===== config.mk =====
export PLATFORM = sky130hd
export DESIGN_NAME = lirq_unit
export DESIGN_NICKNAME = d
export VERILOG_FILES = /design/src/rtl/lirq_pkg.sv /design/src/rtl/lirq_src_cell.sv /design/src/rtl/lirq_decode.sv /design/src/rtl/lirq_mask_reg.sv /design/src/rtl/lirq_readback.sv /design/src/rtl/lirq_unit.sv
export SDC_FILE = /design/constraint.sdc
export NUM_CORES = 1
export LEC_CHECK = 0
export ABC_AREA = 1
export BUFFER_PORTS_ARGS = -buffer_cell sky130_fd_sc_hd__buf_2
export CAP_MARGIN = 25
export CORE_UTILIZATION = 35
export CTS_CLUSTER_DIAMETER = 200
export DETAILED_ROUTE_END_ITERATION = 10
export PLACE_DENSITY = 0.79
export SETUP_SLACK_MARGIN = 0.1
export SYNTH_ARGS = -nofsm -noshare
export SYNTH_HDL_FRONTEND = slang
export SYNTH_SLANG_ARGS = --single-unit

===== constraint.sdc =====
create_clock -name clk_i -period 1.1 [get_ports clk_i]
set_clock_uncertainty 0.15 [all_clocks]
set_input_delay 0.11 -clock clk_i [delete_from_list [all_inputs] [get_ports clk_i]]
set_output_delay 0.11 -clock clk_i [all_outputs]
set_load 0.02 [all_outputs]

===== src/rtl/lirq_pkg.sv =====
package lirq_pkg;

  typedef enum logic {
    SENSE_LEVEL = 1'b0,
    SENSE_EDGE  = 1'b1
  } sense_e;

  // Place a narrow event vector into a full data word at a given offset.
  function automatic logic [31:0] place_field(input logic [7:0] bits, input int lsb, input int width);
    logic [31:0] w;
    w = '0;
    for (int i = 0; i < width; i++) begin
      w[lsb + i] = bits[i];
    end
    return w;
  endfunction

endpackage


===== src/rtl/lirq_src_cell.sv =====
module lirq_src_cell
  import lirq_pkg::*;
#(
  parameter sense_e SENSE = SENSE_LEVEL
) (
  input  logic clk_i,
  input  logic rst_ni,
  input  logic src_i,
  input  logic clr_i,
  output logic stat_o
);

  logic set_w;
  logic stat_q;

  generate
    if (SENSE == SENSE_EDGE) begin : g_edge
      logic prev_q;
      always_ff @(posedge clk_i or negedge rst_ni) begin
        if (!rst_ni) prev_q <= 1'b0;
        else         prev_q <= src_i;
      end
      assign set_w = src_i & ~prev_q;
    end else begin : g_level
      assign set_w = src_i;
    end
  endgenerate

  // A set event takes priority over a clear in the same cycle.
  always_ff @(posedge clk_i or negedge rst_ni) begin
    if (!rst_ni)    stat_q <= 1'b0;
    else if (set_w) stat_q <= 1'b1;
    else if (clr_i) stat_q <= 1'b0;
  end

  assign stat_o = stat_q;

endmodule


===== src/rtl/lirq_decode.sv =====
module lirq_decode #(
  parameter int ADDR_W    = 12,
  parameter int DATA_W    = 32,
  parameter int N_SRC     = 5,
  parameter int FIELD_LSB = 24,
  parameter logic [ADDR_W-1:0] MASK_OFS = 12'h180,
  parameter logic [ADDR_W-1:0] STAT_OFS = 12'h184
) (
  input  logic              we_i,
  input  logic [ADDR_W-1:0] addr_i,
  input  logic [DATA_W-1:0] wdata_i,
  output logic              sel_mask_o,
  output logic              sel_stat_o,
  output logic              mask_wr_o,
  output logic [N_SRC-1:0]  wfield_o,
  output logic [N_SRC-1:0]  clr_vec_o
);

  logic unused_wbits;

  assign sel_mask_o = (addr_i == MASK_OFS);
  assign sel_stat_o = (addr_i == STAT_OFS);
  assign mask_wr_o  = we_i & sel_mask_o;
  assign wfield_o   = wdata_i[FIELD_LSB +: N_SRC];
  assign clr_vec_o  = (we_i & sel_stat_o) ? wfield_o : '0;

  // Reserved bit positions carry no meaning on writes.
  assign unused_wbits = ^{wdata_i[DATA_W-1:FIELD_LSB+N_SRC], wdata_i[FIELD_LSB-1:0]};

endmodule


===== src/rtl/lirq_mask_reg.sv =====
module lirq_mask_reg #(
  parameter int N_SRC = 5
) (
  input  logic             clk_i,
  input  logic             rst_ni,
  input  logic             wr_i,
  input  logic [N_SRC-1:0] d_i,
  output logic [N_SRC-1:0] q_o
);

  always_ff @(posedge clk_i or negedge rst_ni) begin
    if (!rst_ni)   q_o <= '0;
    else if (wr_i) q_o <= d_i;
  end

endmodule


===== src/rtl/lirq_readback.sv =====
module lirq_readback #(
  parameter int DATA_W    = 32,
  parameter int N_SRC     = 5,
  parameter int FIELD_LSB = 24
) (
  input  logic              sel_mask_i,
  input  logic              sel_stat_i,
  input  logic [N_SRC-1:0]  mask_i,
  input  logic [N_SRC-1:0]  stat_i,
  output logic [DATA_W-1:0] rdata_o
);

  always_comb begin
    rdata_o = '0;
    if (sel_mask_i)      rdata_o[FIELD_LSB +: N_SRC] = mask_i;
    else if (sel_stat_i) rdata_o[FIELD_LSB +: N_SRC] = stat_i;
  end

endmodule


===== src/rtl/lirq_unit.sv =====
module lirq_unit
  import lirq_pkg::*;
#(
  parameter int ADDR_W    = 12,
  parameter int DATA_W    = 32,
  parameter int N_INTX    = 4,
  parameter int FIELD_LSB = 24,
  parameter logic [ADDR_W-1:0] MASK_OFS = 12'h180,
  parameter logic [ADDR_W-1:0] STAT_OFS = 12'h184,
  // One bit per source, INTx pins first, MSI last; 1 = edge-sensitive.
  parameter logic [N_INTX:0] SRC_EDGE = 5'b10000
) (
  input  logic              clk_i,
  input  logic              rst_ni,
  input  logic              reg_we_i,
  input  logic [ADDR_W-1:0] reg_addr_i,
  input  logic [DATA_W-1:0] reg_wdata_i,
  output logic [DATA_W-1:0] reg_rdata_o,
  input  logic [N_INTX-1:0] intx_i,
  input  logic              msi_i,
  output logic              irq_o,
  output logic [N_INTX-1:0] intx_pend_o
);

  localparam int N_SRC = N_INTX + 1;

  logic [N_SRC-1:0] src_vec;
  logic [N_SRC-1:0] stat_q;
  logic [N_SRC-1:0] mask_q;
  logic [N_SRC-1:0] clr_vec;
  logic [N_SRC-1:0] wfield;
  logic [N_SRC-1:0] live;
  logic             sel_mask;
  logic             sel_stat;
  logic             mask_wr;

  assign src_vec = {msi_i, intx_i};

  lirq_decode #(
    .ADDR_W   (ADDR_W),
    .DATA_W   (DATA_W),
    .N_SRC    (N_SRC),
    .FIELD_LSB(FIELD_LSB),
    .MASK_OFS (MASK_OFS),
    .STAT_OFS (STAT_OFS)
  ) u_dec (
    .we_i      (reg_we_i),
    .addr_i    (reg_addr_i),
    .wdata_i   (reg_wdata_i),
    .sel_mask_o(sel_mask),
    .sel_stat_o(sel_stat),
    .mask_wr_o (mask_wr),
    .wfield_o  (wfield),
    .clr_vec_o (clr_vec)
  );

  lirq_mask_reg #(.N_SRC(N_SRC)) u_mask (
    .clk_i (clk_i),
    .rst_ni(rst_ni),
    .wr_i  (mask_wr),
    .d_i   (wfield),
    .q_o   (mask_q)
  );

  generate
    for (genvar s = 0; s < N_SRC; s++) begin : g_src
      lirq_src_cell #(
        .SENSE(SRC_EDGE[s] ? SENSE_EDGE : SENSE_LEVEL)
      ) u_cell (
        .clk_i (clk_i),
        .rst_ni(rst_ni),
        .src_i (src_vec[s]),
        .clr_i (clr_vec[s]),
        .stat_o(stat_q[s])
      );
    end
  endgenerate

  lirq_readback #(
    .DATA_W   (DATA_W),
    .N_SRC    (N_SRC),
    .FIELD_LSB(FIELD_LSB)
  ) u_rb (
    .sel_mask_i(sel_mask),
    .sel_stat_i(sel_stat),
    .mask_i    (mask_q),
    .stat_i    (stat_q),
    .rdata_o   (reg_rdata_o)
  );

  assign live        = stat_q & mask_q;
  assign irq_o       = |live;
  assign intx_pend_o = live[N_INTX-1:0];

endmodule


[Word-level counts from Yosys, hierarchy flattened]
Cells that the tools add are included.
W data, S select, Z words.
Storage, ports and cells
  word-level logic and storage cells: 33
  bits of input ports: 52
  register bits: 11
Operators by class
  equality and inequality tests: 2
  muxes and demuxes: 13
  bitwise logic cells: 5
  reductions and logical operators: 6
Operator list (number)
  $eq A12 B9 Y1 const B: 2
  $mux W5: 3
  $mux W1: 10
  $reduce_bool A2 Y1: 5
  $and A5 B5 Y5: 1
  $reduce_or A5 Y1: 1
  $and A1 B1 Y1: 3
  $not A1 Y1: 1

[Logic depth before layout (Yosys ltp)]
Gate-level depths: netlist of run 1.
  depth in word-level cells: 5
  gate-level depth with buffers: 7
  depth with buffers taken out: 7

[By module]
A second synthesis of run 1 with hierarchy kept.
Unflattened totals
  cells, all modules: 141
  area total of the unflattened synthesis: 917.1 µm²
By module, submodules not included
  lirq_readback: seq. area each 0.0 µm², cells each 44, instances 1, area each 272.8 µm²
  lirq_mask_reg: seq. area each 125.1 µm², cells each 21, instances 1, area each 185.2 µm²
  lirq_decode: seq. area each 0.0 µm², cells each 35, instances 1, area each 177.7 µm²
  lirq_src_cell at g_src[0].u_cell ...: seq. area each 25.0 µm², cells each 5, instances 4, area each 40.0 µm²
  lirq_src_cell at g_src[4].u_cell: seq. area each 50.0 µm², cells each 7, instances 1, area each 68.8 µm²
  lirq_unit: seq. area each 0.0 µm², cells each 14, instances 1, area each 52.6 µm²

[Worst setup path before layout of run 1]
Ideal clock, no wire load.
  path type: register to output
  from: register u_mask.q_o[0]
  to: output irq_o
  buffers on the path: 0
  path slack: -0.118 ns
  arrival: 0.958 ns
  data required time: 0.840 ns
  cell stages (with the launch flop): 5
  path through: dfrtp_1 nand2_1 inv_1 a211oi_1 nand3_1
On the way
  longest elaborated chain between the ends: 2
RTL lines
  from (decl): line lirq_mask_reg.sv:8  | output logic [N_SRC-1:0] q_o
  from (signal assigned): line lirq_mask_reg.sv:13  | else if (wr_i) q_o <= d_i;
  $and A5 B5 Y5: line lirq_unit.sv:91  | assign live = stat_q & mask_q;
  named net intx_pend_o[0]: line lirq_unit.sv:22  | output logic [N_INTX-1:0] intx_pend_o
  $reduce_or A5 Y1: line lirq_unit.sv:92  | assign irq_o = |live;
  to (decl): line lirq_unit.sv:21  | output logic irq_o,
The timed path passes the listed nets, and every way through them passes these cells.

[Final worst setup path of run 1]
  from: register u_mask.q_o[1]
  to: output irq_o
On the way
  longest elaborated chain between the ends: 2
RTL lines (line)
  $and A5 B5 Y5: lirq_unit.sv:91
  $reduce_or A5 Y1: lirq_unit.sv:92
Every way passes these cells.

==> metrics.json, run 1 <==
{
  "failing_checks": "negative setup slack",
  "routed_wire_length_per_instance_um": 10.5,
  "regToRegStartpoint": "u_mask.q_o[1]",
  "syn_to_final_growth_pct": 72.5,
  "final_core_util_pct": 66.5,
  "timing.setup.critical_path_class": "register to output port",
  "result_of_the_run": "finished with violations",
  "synth_top_area_share_pct": 30.8,
  "worst_setup_path_start_kind": "register",
  "synthFlopType": "sky130_fd_sc_hd__dfrtp_1",
  "yosysMostFrequentCell": "sky130_fd_sc_hd__nand2_1",
  "timing.reg2reg.worst_path_depth": 5,
  "mappedNetlistArea_um2": 893,
  "htreeDepth": 1,
  "layout-drive-gt1-share_pct": 50.0,
  "crit_fanout": 2,
  "die_height_um": 52.5,
  "drt_drc_violations_left": 0,
  "grt_antenna_before_repair": 0,
  "postSynthCellCount": 122,
  "numCtsBuffers": 3,
  "slew_violations": 0,
  "drv_cap": 0,
  "totalPowerFinal_uw": 947,
  "worst_setup_hold_path_clk_slew_ns": 0.07,
  "postSynthAreaPerCell_um2": 7.32,
  "yosys_warnings": 0,
  "post_synth_num_cell_types": 16,
  "worst_slack_placed_ns": -0.174,
  "fmax_mhz": 644,
  "tritoncts": "done",
  "post-route-min-period_ns": 1.55,
  "period_share_pct": 141,
  "floorplan.core_area_um2": 2320,
  "drtIter0Drc": 12,
  "post_synth_most_frequent_cells": "29 x sky130_fd_sc_hd__nand2_1, 27 x sky130_fd_sc_hd__buf_4, 18 x sky130_fd_sc_hd__inv_1, 11 x sky130_fd_sc_hd__dfrtp_1, 11 x sky130_fd_sc_hd__nand3_1",
  "clock_tree.buffer_depth": 2,
  "ant_nets": 0,
  "synth_enable_flop_cells": 0,
  "wire_length_of_the_first_global_routing_pass_um": 3100,
  "clk_latency_ns": 0.27,
  "layout_setup_ws_ns": -0.453,
  "fp.dieW_um": 52.5,
  "initial_core_utilization_pct": 38.5,
  "regToRegEndpoint": "u_mask.q_o[1]",
  "firstDrtPassIters": 4,
  "setup_violations": 11,
  "rsz0062_at_grt": "yes",
  "number_of_inserted_diodes": 0,
  "vias": 929,
  "netlist_top_cells_area": "sky130_fd_sc_hd__dfrtp_1 31%, sky130_fd_sc_hd__buf_4 23%, sky130_fd_sc_hd__nand2_1 12%",
  "asyncSetResetFlopFracSynth_pct": 100,
  "finalWeightedCongestion": 0.784,
  "post_drt_via_cell_ratio": 4.38,
  "worst_path_required_time_ns": 0.84,
  "clock-sinks": 11,
  "synth_area_leader": "sky130_fd_sc_hd__dfrtp_1",
  "maximum_number_of_pins_on_one_net_before_global_route_repair": 16,
  "holdCritPathClass": "input pin to async pin",
  "std_cell_rows": 17,
  "portBuffers": 34,
  "grt_pass1_vias": 774,
  "timing.critical_path.to_type": "output port",
  "wirelength_um": 2230,
  "grt_use_total_pct": 15.8,
  "yosys_register_bits": 11,
  "die_area_um2": 2760,
  "cp_data_arrival_time_ns": 1.29,
  "total_i_o_pin_count": 89,
  "final.setup.tns_ns": -2.22,
  "timing.final.hold_violations": 0,
  "leakage_uw": 0.000803,
  "layout.nets": 237,
  "regToRegSetupSlack_ns": -0.02,
  "grt-ovfl-total": 0,
  "final.hold.worst_slack_ns": 0.0764,
  "proportion_of_synthesized_chip_area_in_sequential_cells_pct": 30.8,
  "cts-root-buf": "sky130_fd_sc_hd__clkbuf_4",
  "ir_worst_vdd_mv": 0.451,
  "pwr_cell_area_nw_per_um2": 614,
  "place.detailed.hpwl_um": 1540
}
sequential cells by signal (all words and copies together) (netlist names):
register,cells
g_src.u_cell.g_edge.prev_q,1
u_mask.q_o,5
g_src.u_cell.stat_o,5
routing by layer:
metal	up-vias	GRT usage (%)	wire, um
li1	454	-	-
met1	412	15.0	865
met2	58	31.0	1180
met3	5	2.61	141
met4	0	9.21	46
met5	-	0	0
critical path: stages, from the launching register on:
cell	delay, ns
sky130_fd_sc_hd__dfrtp_1	0.40
sky130_fd_sc_hd__nand2_1	0.09
sky130_fd_sc_hd__inv_2	0.05
sky130_fd_sc_hd__a211oi_2	0.24
sky130_fd_sc_hd__nand3_2	0.09
sky130_fd_sc_hd__buf_6	0.14
through the flow:
step,instance area (um^2),instances
after global placement,1230,193
after global routing,1540,212
final,1540,212
after detailed placement,1230,193
after CTS,1510,212
after floorplan,1130,148
area by class of cell:
class | count | area [um^2]
sequential | 11 | 278
clock buffer | 4 | 26.3
multi-input combinational | 91 | 623
tap | 28 | 35.0
fill | 188 | 777
inverter | 19 | 71.3
timing repair buffer | 59 | 508
cells by family after synthesis:
| group | after synthesis | synth area share, % |
|---|---|---|
| DFF | 11 | 30.8 |
| other | 1 | 0.420 |
| and+or+nand+nor | 57 | 33.2 |
| buffers and inverters | 47 | 31.9 |
| AOI/OAI and AO/OA | 6 | 3.64 |
how the worst max path moves through the flow:
stage,from,end,slack [ns],cells past startpoint
3_5_place_dp,u_mask.q_o[0],irq_o,-0.17,5
3_3_place_gp,reg_addr_i[5],reg_rdata_o[24],-0.16,8
5_1_grt,u_mask.q_o[1],irq_o,-0.49,5
4_1_cts,u_mask.q_o[1],irq_o,-0.46,5
6_report,u_mask.q_o[1],irq_o,-0.45,5
2_1_floorplan,u_mask.q_o[0],irq_o,-0.04,4
power breakdown:
| group | switching [uW] | internal [uW] |
|---|---|---|
| clock | 146 | 141 |
| sequential | 1.38 | 407 |
| combinational | 164 | 87.9 |
repair_timing:
item / CTS / global route
resized for setup: 34 / 9
pin swaps: 13 / 4
endpoints found under the hold margin: 22 / 0
cloned: 0 / 1
endpoints found under the setup margin: 10 / 15
buffers inserted: 6 / 1
hold buffers: 11 / 0
cell usage in the layout (no fill, tap or decap), drive strengths merged:
| cell type | count |
|---|---|
| buf | 48 |
| a211oi | 1 |
| nand3b | 2 |
| inv | 19 |
| conb | 27 |
| o21ai | 5 |
| nor2 | 9 |
| nand4 | 5 |
| clkbuf | 4 |
| nand2 | 31 |
| dfrtp | 11 |
| nand3 | 11 |
| dlygate4sd3 | 11 |
(Power assumes the default switching activity.)
==> run 2: changes to the inputs <==
- PLACE_DENSITY: 0.79 -> 0.86
==> metrics.json, run 2 (same netlist as run 1, synthesis figures left out) <==
{
  "layout.cells.most_common_list": "27 x sky130_fd_sc_hd__conb_1, 21 x sky130_fd_sc_hd__buf_6, 20 x sky130_fd_sc_hd__buf_2",
  "layout.nets": {"value": 240, "change": "+1.3%"},
  "drv_cap": {"value": 0, "change": "unchanged"},
  "floorplan.core_area": {"value": 2320, "unit": "um^2", "change": "unchanged"},
  "numCtsBuffers": {"value": 3, "change": "unchanged"},
  "timing.critical_path.to_type": "output port",
  "syn_to_final_growth_pct": 79.4,
  "timing.reg2reg.worst_path_depth": {"value": 4, "change": "-1"},
  "place.detailed.hpwl": {"value": 1540, "unit": "um", "change": "-0.28%"},
  "holdCritPathClass": "input pin to register",
  "post_drt_via_cell_ratio": {"value": 4.35, "change": "-0.76%"},
  "rsz0062_at_grt": "yes",
  "number_of_inserted_diodes": {"value": 0, "change": "unchanged"},
  "timing.final.hold_violations": {"value": 0, "change": "unchanged"},
  "ant_nets": {"value": 0, "change": "unchanged"},
  "tritoncts": "done",
  "critical_path.cell_chain": "nand2_1 > inv_2 > a211oi_2 > nand3_2 > buf_6",
  "wire_length_of_the_first_global_routing_pass": {"value": 3580, "unit": "um", "change": "+16%"},
  "die_height": {"value": 52.5, "unit": "um", "change": "unchanged"},
  "detail_route.wirelength.met1": {"value": 846, "unit": "um", "change": "-2.2%"},
  "maximum_number_of_pins_on_one_net_before_global_route_repair": {"value": 16, "change": "unchanged"},
  "drt_drc_violations_left": {"value": 0, "change": "unchanged"},
  "layout_setup_ws": {"value": -0.435, "unit": "ns", "change": "+0.0186 ns"},
  "maxUsedRoutingLayer": "met4",
  "grt_antenna_before_repair": {"value": 0, "change": "unchanged"},
  "finalWeightedCongestion": {"value": 0.737, "change": "-6.0%"},
  "final_core_util": {"value": 69.1, "unit": "%", "change": "+2.6 points"},
  "clock_tree.buffer_depth": {"value": 2, "change": "unchanged"},
  "grt_pass1_vias": {"value": 841, "change": "+8.7%"},
  "worst_path_required_time": {"value": 0.84, "unit": "ns", "change": "about the same"},
  "firstDrtPassIters": {"value": 5, "change": "+1"},
  "final.hold.worst_slack": {"value": 0.0942, "unit": "ns", "change": "+0.0178 ns"},
  "fmax": {"value": 652, "unit": "MHz", "change": "+1.2%"},
  "cpPeakStageDelay": {"value": 0.38, "unit": "ns", "change": "-0.02 ns"},
  "leakage": {"value": 0.000839, "unit": "uW", "change": "+4.4%"},
  "crit_fanout": {"value": 2, "change": "unchanged"},
  "grt_use_total": {"value": 18.1, "unit": "%", "change": "+2.3 points"},
  "total_i_o_pin_count": {"value": 89, "change": "unchanged"},
  "layout-drive-gt1-share": {"value": 52.4, "unit": "%", "change": "+2.4 points"},
  "layout_commonest_cell": "sky130_fd_sc_hd__conb_1",
  "timing.setup.critical_path_class": "register to output port",
  "period_share": {"value": 140, "unit": "%", "change": "-1.7 points"},
  "clk_latency": {"value": 0.27, "unit": "ns", "change": "about the same"},
  "detailed_place.area": {"value": 1260, "unit": "um^2", "change": "+1.8%"},
  "cts-root-buf": "sky130_fd_sc_hd__clkbuf_4",
  "dp_cells": {"value": 196, "change": "+1.6%"},
  "failing_checks": "negative setup slack",
  "worst_setup_path_start_kind": "register",
  "portBuffers": {"value": 34, "change": "unchanged"},
  "crit_slowest_cell": "sky130_fd_sc_hd__dfrtp_1",
  "post_layout_nonfiller_instances": {"value": 215, "change": "+1.4%"},
  "final_design_area_no_fill": {"value": 1600, "unit": "um^2", "change": "+4.0%"},
  "die_area": {"value": 2760, "unit": "um^2", "change": "unchanged"},
  "grt-ovfl-total": {"value": 0, "change": "unchanged"},
  "met2_length": {"value": 1370, "unit": "um", "change": "+17%"},
  "result_of_the_run": "finished with violations",
  "initial_core_utilization": {"value": 38.5, "unit": "%", "change": "unchanged"},
  "worst_setup_hold_path_clk_slew": {"value": 0.07, "unit": "ns", "change": "about the same"},
  "std_cell_rows": {"value": 17, "change": "unchanged"},
  "clock-sinks": {"value": 11, "change": "unchanged"},
  "htreeDepth": {"value": 1, "change": "unchanged"},
  "fp.dieW": {"value": 52.5, "unit": "um", "change": "unchanged"},
  "pwr_cell_area": {"value": 594, "unit": "nW/um^2", "change": "-3.3%"},
  "setup_violations": {"value": 10, "change": "-1"},
  "vias": {"value": 935, "change": "+0.65%"},
  "regToRegSetupSlack": {"value": 0.10, "unit": "ns", "change": "+0.12 ns"},
  "met3_wirelength": {"value": 127, "unit": "um", "change": "-9.9%"},
  "cp_data_arrival_time": {"value": 1.27, "unit": "ns", "change": "-0.02 ns"},
  "holdPathStages": 3,
  "post-route-min-period": {"value": 1.53, "unit": "ns", "change": "-0.0186 ns"},
  "worst_slack_placed": {"value": -0.178, "unit": "ns", "change": "-0.00326 ns"},
  "wirelength": {"value": 2380, "unit": "um", "change": "+6.5%"},
  "slew_violations": {"value": 0, "change": "unchanged"},
  "routed_wire_length_per_instance": {"value": 11.1, "unit": "um", "change": "+5.1%"},
  "drtIter0Drc": {"value": 12, "change": "unchanged"},
  "ir_worst_vdd": {"value": 0.486, "unit": "mV", "change": "+7.7%"},
  "layout.filler_cells": {"value": 179, "change": "-4.8%"}
}
==> run 2: changes by cell type in the layout (fill, tap and decap cells not counted), sizes merged <==
cell,previous run,this run
dlygate4sd3,11,10
buf,48,51
dlymetal6s4s,0,1
==> run 2: what timing repair did <==
action / in CTS / in global routing
hold buffers: 11 / 0
pin swaps: 11 / 11
endpoints found under the setup margin: 10 / 17
hold endpoints to repair: 22 / 0
gates resized for setup: 34 / 18
cloned: 0 / 1
buffers inserted: 3 / 2
==> run 2: worst paths after layout <==
check                                               from                      to
setup / recovery                  g_src[1].u_cell.stat_o                   irq_o
max in group asynchronous                         rst_ni           u_mask.q_o[3]
hold / removal                                  reg_we_i           u_mask.q_o[0]
hold reg to reg            g_src[4].u_cell.g_edge.prev_q  g_src[4].u_cell.stat_o
setup reg to reg                  g_src[0].u_cell.stat_o  g_src[0].u_cell.stat_o
min in group asynchronous                         rst_ni  g_src[1].u_cell.stat_o
==> run 2: routing by layer <==
metal  up-vias  global-route usage, %
li1        458                      -
met1       422                   19.7
met2        51                   35.2
met3         4                   1.74
met4         0                   6.58
met5         -                      0
==> run 2: power breakdown <==
group	switching, uW	total, uW	internal (uW)	leakage [uW]
Combinational	167	271	104	0.000701
Sequential	1.27	408	407	0.000123
Clock	132	273	140	0.0000150
Total	300	952	651	0.000839
==> run 2: worst max-delay path, delay by kind of cell (launching register included) <==
family | cells | cell delay [ns]
DFF | 1 | 0.38
AOI/OAI and AO/OA | 1 | 0.24
buffers and inverters | 2 | 0.20
and+or+nand+nor | 2 | 0.19
==> run 2: through the flow <==
stage               TNS (ns)  power [uW]
CTS                    -1.89         941
global route           -2.40        1010
detailed placement     -1.95         632
finish                 -1.95         952
floorplan            -0.0394         616
global placement       -1.60         629
==> run 2: cell type report <==
cell class / count / area, um^2 / share of cell area, %
multi-input combinational: 91 / 631 / 39.3
timing repair buffer: 62 / 562 / 35.1
sequential: 11 / 278 / 17.3
inverter: 19 / 71.3 / 4.45
tap: 28 / 35.0 / 2.19
clock buffer: 4 / 26.3 / 1.64
